File: src/rtl/bitfield_pkg.sv
package bitfield_pkg;

   localparam int unsigned INSTR_W  = 32;
   localparam int unsigned REG_IDX_W = 5;
   localparam int unsigned IMM_W    = 5;

   localparam logic [INSTR_W-1:0] MATCH_MASK  = 32'hFC00_C000;
   localparam logic [INSTR_W-1:0] PAT_EXTRACT = 32'h6400_4000;
   localparam logic [INSTR_W-1:0] PAT_INSERT  = 32'h6400_8000;

   localparam int unsigned RD_LSB  = 21;
   localparam int unsigned RS_LSB  = 16;
   localparam int unsigned HI_LSB  = 6;
   localparam int unsigned LO_LSB  = 0;

   typedef enum logic [1:0] {
      BF_NONE    = 2'd0,
      BF_EXTRACT = 2'd1,
      BF_INSERT  = 2'd2
   } bf_op_e;

   typedef struct packed {
      bf_op_e                op;
      logic [REG_IDX_W-1:0]  rd;
      logic [REG_IDX_W-1:0]  rs;
      logic [IMM_W-1:0]      hi_imm;
      logic [IMM_W-1:0]      lo_imm;
   } bf_decoded_t;

endpackage

File: src/rtl/bitfield_decode.sv
module bitfield_decode
   import bitfield_pkg::*;
(
   input  logic [INSTR_W-1:0] instr,
   output bf_decoded_t        dec
);

   logic [INSTR_W-1:0] masked;
   logic               unused_fields;

   assign masked        = instr & MATCH_MASK;
   assign unused_fields = ^{instr[13:11], instr[5]};

   always_comb begin
      if (masked == PAT_EXTRACT)
         dec.op = BF_EXTRACT;
      else if (masked == PAT_INSERT)
         dec.op = BF_INSERT;
      else
         dec.op = BF_NONE;
      dec.rd     = instr[RD_LSB +: REG_IDX_W];
      dec.rs     = instr[RS_LSB +: REG_IDX_W];
      dec.hi_imm = instr[HI_LSB +: IMM_W];
      dec.lo_imm = instr[LO_LSB +: IMM_W];
   end

endmodule

File: src/rtl/bitfield_mask_gen.sv
module bitfield_mask_gen #(
   parameter int unsigned DATA_W     = 32,
   parameter int unsigned MASK_STYLE = 0,
   localparam int unsigned IDX_W     = $clog2(DATA_W)
) (
   input  logic              en,
   input  logic [IDX_W-1:0]  lo,
   input  logic [IDX_W-1:0]  hi,
   output logic [DATA_W-1:0] mask
);

   logic span_ok;
   assign span_ok = en && (hi >= lo);

   generate
      if (MASK_STYLE == 0) begin : g_shift
         logic [DATA_W-1:0] ones;
         logic [DATA_W-1:0] lower;
         logic [DATA_W-1:0] upper;
         logic [IDX_W:0]    rsh;
         assign ones  = '1;
         assign rsh   = (IDX_W+1)'(DATA_W - 1) - {1'b0, hi};
         assign lower = ones << lo;
         assign upper = ones >> rsh;
         assign mask  = span_ok ? (lower & upper) : '0;
      end else begin : g_compare
         for (genvar i = 0; i < DATA_W; i++) begin : g_bit
            localparam logic [IDX_W-1:0] POS = IDX_W'(i);
            assign mask[i] = span_ok && (POS >= lo) && (POS <= hi);
         end
      end
   endgenerate

   always_comb begin
      if (span_ok) begin
         assert_mask_span_R5: assert ($countones(mask) == int'(hi) - int'(lo) + 1)
            else $error("mask span size wrong");
      end else begin
         assert_mask_empty_R6: assert (mask == '0)
            else $error("mask not empty");
      end
   end

endmodule

File: src/rtl/bitfield_extract.sv
module bitfield_extract #(
   parameter int unsigned DATA_W     = 32,
   parameter int unsigned MASK_STYLE = 0,
   localparam int unsigned IDX_W     = $clog2(DATA_W)
) (
   input  logic [DATA_W-1:0] src,
   input  logic [IDX_W-1:0]  start,
   input  logic [IDX_W-1:0]  width,
   output logic [DATA_W-1:0] result
);

   logic [DATA_W-1:0] keep;
   logic [DATA_W-1:0] shifted;
   logic [IDX_W-1:0]  top;
   logic              nonzero;

   assign nonzero = (width != '0);
   assign top     = width - IDX_W'(1);
   assign shifted = src >> start;

   bitfield_mask_gen #(
      .DATA_W     (DATA_W),
      .MASK_STYLE (MASK_STYLE)
   ) u_mask (
      .en   (nonzero),
      .lo   ('0),
      .hi   (top),
      .mask (keep)
   );

   assign result = shifted & keep;

endmodule

File: src/rtl/bitfield_insert.sv
module bitfield_insert #(
   parameter int unsigned DATA_W     = 32,
   parameter int unsigned MASK_STYLE = 0,
   localparam int unsigned IDX_W     = $clog2(DATA_W)
) (
   input  logic [DATA_W-1:0] src,
   input  logic [DATA_W-1:0] dst,
   input  logic [IDX_W-1:0]  lo,
   input  logic [IDX_W-1:0]  hi,
   output logic [DATA_W-1:0] result
);

   logic [DATA_W-1:0] window;
   logic [DATA_W-1:0] placed;

   bitfield_mask_gen #(
      .DATA_W     (DATA_W),
      .MASK_STYLE (MASK_STYLE)
   ) u_mask (
      .en   (1'b1),
      .lo   (lo),
      .hi   (hi),
      .mask (window)
   );

   assign placed = src << lo;
   assign result = (dst & ~window) | (placed & window);

endmodule

File: src/rtl/bitfield_unit.sv
module bitfield_unit
   import bitfield_pkg::*;
#(
   parameter int unsigned DATA_W     = 32,
   parameter int unsigned MASK_STYLE = 0,
   localparam int unsigned IDX_W     = $clog2(DATA_W)
) (
   input  logic                 clk,
   input  logic                 rst,
   input  logic                 in_valid,
   input  logic [INSTR_W-1:0]   in_instr,
   input  logic [DATA_W-1:0]    in_src,
   input  logic [DATA_W-1:0]    in_dst,
   output logic                 out_valid,
   output logic [DATA_W-1:0]    out_result,
   output logic                 out_wen,
   output logic                 out_hit,
   output logic [REG_IDX_W-1:0] out_rd,
   output logic [REG_IDX_W-1:0] out_rs
);

   initial begin
      assert_cfg_width: assert (DATA_W == 32 && IDX_W == IMM_W)
         else $error("DATA_W must be 32 to match the 5-bit immediates");
      assert_cfg_style: assert (MASK_STYLE <= 1)
         else $error("MASK_STYLE must be 0 or 1");
   end

   bf_decoded_t       dec;
   logic [DATA_W-1:0] ext_res;
   logic [DATA_W-1:0] ins_res;
   logic [DATA_W-1:0] nxt_result;
   logic              nxt_hit;

   bitfield_decode u_dec (
      .instr (in_instr),
      .dec   (dec)
   );

   bitfield_extract #(
      .DATA_W     (DATA_W),
      .MASK_STYLE (MASK_STYLE)
   ) u_ext (
      .src    (in_src),
      .start  (dec.lo_imm),
      .width  (dec.hi_imm),
      .result (ext_res)
   );

   bitfield_insert #(
      .DATA_W     (DATA_W),
      .MASK_STYLE (MASK_STYLE)
   ) u_ins (
      .src    (in_src),
      .dst    (in_dst),
      .lo     (dec.lo_imm),
      .hi     (dec.hi_imm),
      .result (ins_res)
   );

   always_comb begin
      unique case (dec.op)
         BF_EXTRACT: begin nxt_result = ext_res; nxt_hit = 1'b1; end
         BF_INSERT:  begin nxt_result = ins_res; nxt_hit = 1'b1; end
         default:    begin nxt_result = '0;      nxt_hit = 1'b0; end
      endcase
   end

   always_ff @(posedge clk) begin
      if (rst) begin
         out_valid  <= 1'b0;
         out_result <= '0;
         out_wen    <= 1'b0;
         out_hit    <= 1'b0;
         out_rd     <= '0;
         out_rs     <= '0;
      end else begin
         out_valid <= in_valid;
         if (in_valid) begin
            out_result <= nxt_result;
            out_wen    <= nxt_hit;
            out_hit    <= nxt_hit;
            out_rd     <= dec.rd;
            out_rs     <= dec.rs;
         end
      end
   end

   function automatic logic [DATA_W-1:0] span_bits(input int lo, input int hi);
      logic [DATA_W-1:0] m;
      m = '0;
      for (int k = 0; k < DATA_W; k++)
         if (k >= lo && k <= hi) m[k] = 1'b1;
      return m;
   endfunction

   logic is_ext_in;
   logic is_ins_in;
   assign is_ext_in = ((in_instr & MATCH_MASK) == PAT_EXTRACT);
   assign is_ins_in = ((in_instr & MATCH_MASK) == PAT_INSERT);

   assert_valid_next_R8: assert property (@(posedge clk) disable iff (rst)
      in_valid |=> out_valid) else $error("out_valid missing");

   assert_idle_next_R8: assert property (@(posedge clk) disable iff (rst)
      !in_valid |=> !out_valid) else $error("spurious out_valid");

   assert_reset_clear_R9: assert property (@(posedge clk)
      rst |=> !out_valid) else $error("reset did not clear out_valid");

   assert_miss_quiet_R2: assert property (@(posedge clk) disable iff (rst)
      (out_valid && !out_hit) |-> (!out_wen && out_result == '0))
      else $error("unrecognised word produced output");

   assert_hit_writes_R1: assert property (@(posedge clk) disable iff (rst)
      (in_valid && (is_ext_in || is_ins_in)) |=> (out_hit && out_wen))
      else $error("recognised word not flagged");

   assert_extract_top_zero_R3: assert property (@(posedge clk) disable iff (rst)
      (in_valid && is_ext_in) |=> ((out_result >> $past(in_instr[10:6])) == '0))
      else $error("extract left bits above field");

   assert_insert_keep_R5: assert property (@(posedge clk) disable iff (rst)
      (in_valid && is_ins_in) |=>
         (((out_result ^ $past(in_dst)) &
           ~span_bits(int'($past(in_instr[4:0])), int'($past(in_instr[10:6])))) == '0))
      else $error("insert disturbed bits outside window");

endmodule

File: config.mk
export PLATFORM = sky130hd
export DESIGN_NAME = bitfield_unit
export DESIGN_NICKNAME = d
export VERILOG_FILES = /design/src/rtl/bitfield_pkg.sv /design/src/rtl/bitfield_decode.sv /design/src/rtl/bitfield_mask_gen.sv /design/src/rtl/bitfield_extract.sv /design/src/rtl/bitfield_insert.sv /design/src/rtl/bitfield_unit.sv
export SDC_FILE = /design/constraint.sdc
export NUM_CORES = 1
export LEC_CHECK = 0
export ABC_AREA = 1
export CAP_MARGIN = 20
export CORE_MARGIN = 3
export CORE_UTILIZATION = 48
export CTS_BUF_LIST = sky130_fd_sc_hd__clkbuf_16
export DETAILED_ROUTE_END_ITERATION = 8
export GPL_ROUTABILITY_DRIVEN = 0
export PLACE_DENSITY = 0.85
export SYNTH_ARGS = -nofsm -noshare
export SYNTH_HDL_FRONTEND = slang
export SYNTH_SLANG_ARGS = --single-unit
File: constraint.sdc
create_clock -name clk -period 2.3 [get_ports clk]
set_clock_uncertainty 0.2 [all_clocks]
set_input_delay 0.23 -clock clk [delete_from_list [all_inputs] [get_ports clk]]
set_output_delay 0.23 -clock clk [all_outputs]
set_load 0.01 [all_outputs]
Word level (Yosys, flattened, before mapping)
Cells that the tools add are included.
- $add $sub $neg: 3
- magnitude comparators: 2
- equal/unequal tests: 4
- shift-type cells: 5
- muxes and demuxes: 6
- bitwise gates (word level): 6
- reductions and logical operators: 3
- operators by type and width (operator ; count):
    $and A32 B32 Y32 ; 4
    $mux W32 ; 2
    $pmux W32 S2 ; 1
    $shr A32 B6 Y32 const A ; 2
    $not A32 Y32 ; 1
    $or A32 B32 Y32 ; 1
    $shl A32 B5 Y32 ; 1
    $shl A32 B5 Y32 const A ; 1
    $shr A32 B5 Y32 ; 1
    $eq A8 B7 Y1 const B ; 2
    $sub A5 B5 Y6 const A ; 2
    $ge A5 B1 Y1 const B ; 1
    $ge A5 B5 Y1 ; 1
    $reduce_bool A5 Y1 ; 1
    $sub A5 B1 Y5 const B ; 1
    $mux W2 ; 2
    $eq A2 B1 Y1 const B ; 1
    $eq A2 B2 Y1 const B ; 1
    $reduce_or A2 Y1 ; 1
    $logic_and A1 B1 Y1 ; 1
    $mux W1 ; 1
- register bits: 44
- input port bits: 99
- output and inout bits: 45
- logic and storage cells: 34

Longest topological paths before layout
- depth after elaboration: 8
- gate-level depth with buffers: 16
- gate-level depth less buffers: 14

By module
From an unflattened synthesis, not the netlist that was laid out.
- cell total of the unflattened synthesis: 1515
- area, all modules: 7659.8 µm²
- by module, submodules not included (module ; times used ; cells an instance ; area an instance (µm²) ; sequential area each (µm²)):
    bitfield_insert ; 1 ; 445 ; 1974.4 ; 0.0
    bitfield_unit ; 1 ; 296 ; 1945.6 ; 880.8
    bitfield_extract ; 1 ; 406 ; 1808.0 ; 0.0
    bitfield_mask_gen ; 2 ; 167 ; 863.3 ; 0.0
    bitfield_decode ; 1 ; 34 ; 205.2 ; 0.0

Worst setup path after synthesis
No wires, ideal clock.
- path kind: input port to flip-flop
- start: input in_instr[4]
- end: register out_result[9]
- library setup time: 0.109 ns
- data arrival time: 2.018 ns
- required time: 1.991 ns
- path slack: -0.026 ns
- stages: 16
- buffers on the path: 4
- cell sequence: buf_2 > inv_1 > buf_4 > buf_4 > ha_1 > nand2_1 > inv_1 > a21oi_1 > nand3_1 > buf_2 > a21oi_1 > nor2_1 > nand2_1 > nand3_1 > nand2_1 > inv_1
- longest elaborated chain between the ends: 7
- elaborated cells on any way between the ends: 12
- those cells by class: 1 x order compare; 3 x shift; 2 x mux; 6 x bitwise
- RTL lines (item ; line ; source):
    start: declaration ; bitfield_unit.sv:11 ; input logic [INSTR_W-1:0] in_instr,
    $shl A32 B5 Y32 ; bitfield_mask_gen.sv:23 ; assign lower = ones << lo;
    $and A32 B32 Y32 ; bitfield_mask_gen.sv:25 ; assign mask = span_ok ? (lower & upper) : '0;
    $mux W32 ; bitfield_mask_gen.sv:25 ;
    $not A32 Y32 ; bitfield_insert.sv:27 ; assign result = (dst & ~window) | (placed & window);
    $and A32 B32 Y32 ; bitfield_insert.sv:27 ;
    $or A32 B32 Y32 ; bitfield_insert.sv:27 ;
    $pmux W32 S2 * ; bitfield_unit.sv:62 ; unique case (dec.op)
    end signal: assignment ; bitfield_unit.sv:80 ; out_result <= nxt_result;
    end: declaration ; bitfield_unit.sv:15 ; output logic [DATA_W-1:0] out_result,
Every way passes the cells marked *; elsewhere a longest branch is shown, timed or not.
A chain may end at the register's enable or synchronous reset.

Worst setup path after layout
- start: input in_instr[2]
- end: register out_result[4]
The elaborated chain is that of the path after synthesis.

==> metrics <==
status=complete, but fails checks; failing checks=design-rule violations; Peak Freq=approximately 460 MHz; Core Area=between 10000 and 15000 sq um; Worst slew margin=about half; Worst-path clk slew=~60 ps; Most common cell on crit path=nand2_1; unrepaired setup endpoints after global routing=no; total grt overflow=0; post-synthesis sequential area ratio=roughly an eighth; Sequential cell area=between 800 and 900 sq um; worst hold slack=roughly 300 ps; startpoint types=input port; Top FF cell, synth=dfxtp_1; CP cell instances=buf_2 -> inv_4 -> ha_1 -> nand2_1 -> nand2_1 -> a21oi_2 -> nand3_4 -> buf_4 -> clkbuf_16 -> nand2_1 -> nand2_1 -> nand3_1 -> nand3_1 -> nand2_1 -> inv_1; Power Density=approximately 370 nW/um^2; row count=between 40 and 50; Yosys cell types=37; Mapped Avg Cell Area=slightly above 5 sq um; largest net degree at the start of global routing=between 60 and 70; clock sinks=44; worst ir drop on vdd=341 uV; Worst-Margin Slew=~760 ps; Setup CP Type=input port to flip-flop; vias in the first global route=about 9000; latest clock arrival within the worst-skew pair=between 200 and 300 ps; Commonest cells post-synth=nand2_1 (383), nand3_1 (310), nor2_1 (142); TNS Setup=0 ps; full die area=about 15000 sq um; Worst Setup End Kind=flip-flop; Final ANT Viol Nets=0; worst path bufs/invs=5; HP Class=flip-flop to flip-flop; synthesized area=roughly 6700 sq um; Area contributors post-synth=nand3_1 (23%), nand2_1 (21%), dfxtp_1 (13%), nor2_1 (8.0%), inv_1 (6.2%); DR vias/cell=6.13; setup ws final=114 ps; Leak Pwr=4.39 nW; detailed-route DRC error count=9; design area=between 8000 and 9000 sq um; Die Y-Extent=between 100 and 150 um; placed inst area=8510 sq um; initial core utilization=49.7%; H-Tree Depth=2; Synth area leader=nand3_1; R2R Setup Slk=1360 ps; pre-CTS setup slack=-261 ps; net count of the mapped netlist=approximately 1400; First-pass DRT Iterations=9; port buffer count=between 100 and 150; global-route wire length before repair=between 40000 and 50000 um; Hold Fails Final Rpt=0; Area Growth Syn to Fin=33.3%; worst endpoint required time=~2300 ps; crit share post-route=~95%; CP arrival=2170 ps; initial antenna violation count=0; wire length per cell=between 15 and 20 um; GRT Util Overall=35.8%; CTS tree=done; fin. max-slew vios=0; kind of cell adding the most delay to the critical path=simple AND/OR/NAND/NOR gates; post-synth top area share=23.2%; Post-layout nets=roughly 1600; Power, Total=~3.3 mW; Vias=roughly 10000; slowest cell delay on critical path=just over 300 ps; Die Wd=approximately 120 um; IO Pins=144; CTS Buf Count=5; fraction of registers with async set/reset=0%; post-DP HPWL=21800 um; endpoints failing setup=0; Longest Clk Path Bufs=2; share of layout cells above drive strength 1=10.6%; Yosys reg bits=44; Max-Cap Viols=0; EDFF count, synth=0; multi-input logic area=between 4000 and 5000 sq um; min cycle time layout=2190 ps; Fillers=between 1000 and 1500; DRT iter0 DRCs=about 1900; CTS Root Cell=clkbuf_16; worst-path maximum fanout=19; Post-Syn Instances=around 1300; Detailed Route WL=between 20000 and 30000 um; YS warnings=0; Critical-path top delay cell=ha_1; top-count cell post-synth=nand2_1; antenna cell count=0
==> what timing repair did <==
action,4_1_cts,5_1_grt
setup buffers,0,4
setup endpoints to repair,0,31
gates resized for setup,0,32
hold buffers,0,0
==> sequential cells by signal (all words and copies together), names as in the netlist <==
| name | count |
|---|---|
| out_rs | 5 |
| out_rd | 5 |
| out_hit | 1 |
| out_result | 32 |
| out_valid | 1 |
==> kinds of logic (layout without fill, tap and decap cells) <==
kind of cell	count (synthesis)	in the layout	share of synthesized area [%]
AO/OA/AOI/OAI	150	150	11.8
adder cells (fa/ha/maj)	11	11	2.06
buffers and inverters	203	359	13.9
flip-flops	44	44	13.2
AND/OR/NAND/NOR	895	895	59.0
==> per-stage QoR <==
step,util [%],cells
6_report,66.3,1635
5_1_grt,66.3,1635
3_3_place_gp,63.3,1620
2_1_floorplan,-,1303
3_5_place_dp,63.3,1620
4_1_cts,64.6,1628
==> layout by cell type (no fill, tap or decap), drive strengths merged, types with 4 or more instances in the layout <==
| cell | netlist | layout |
|---|---|---|
| a21oi | 63 | 63 |
| dfxtp | 44 | 44 |
| buf | 59 | 88 |
| o21ai | 73 | 73 |
| nor2 | 156 | 156 |
| dlymetal6s2s | 0 | 7 |
| nand4 | 17 | 17 |
| nand3b | 6 | 6 |
| nand3 | 311 | 311 |
| ha | 11 | 11 |
| inv | 121 | 122 |
| nor3 | 7 | 7 |
| nand2 | 390 | 390 |
| o211ai | 5 | 5 |
| clkbuf | 19 | 8 |
| clkdlybuf4s50 | 0 | 128 |
| o21bai | 4 | 4 |
==> worst paths after layout <==
path	to	start	cells past startpoint
worst min-delay path	out_rd[0]$_SDFFE_PP0P_	out_rd[0]$_SDFFE_PP0P_	2
worst min register to register	out_rd[0]$_SDFFE_PP0P_	out_rd[0]$_SDFFE_PP0P_	2
worst max-delay path	out_result[4]$_SDFFE_PP0P_	in_instr[2]	15
worst max register to register	out_result[24]$_SDFFE_PP0P_	out_result[24]$_SDFFE_PP0P_	2
==> layout make-up <==
cell class,instances,share of cell area (%)
Timing Repair Buffer,226,24.5
Clock inverter,3,0.519
Multi-Input combinational cell,1056,55.9
Clock buffer,5,1.40
Inverter,125,5.33
Sequential cell,44,9.88
Tap cell,176,2.47
==> worst min-delay path: stages, from the launching register on <==
cell and delay [ps]:
dfxtp_1 320, o21ai_0 70, nor2_1 80
==> metal layers <==
layer / vias to the layer above / routed length, um / global-route usage, %
met5: - / 0 / 0
met4: 0 / 2440 / 19.6
met2: 900 / 11900 / 53.9
li1: 4570 / - / -
met1: 4288 / 10200 / 45.2
met3: 260 / 4500 / 11.2
==> where the power goes <==
group	internal, mW	switching (mW)	total, mW
registers	0.803	0.0257	0.829
clock network	0.516	0.311	0.827
logic	0.675	0.988	1.66
(Power assumes the default switching activity.)
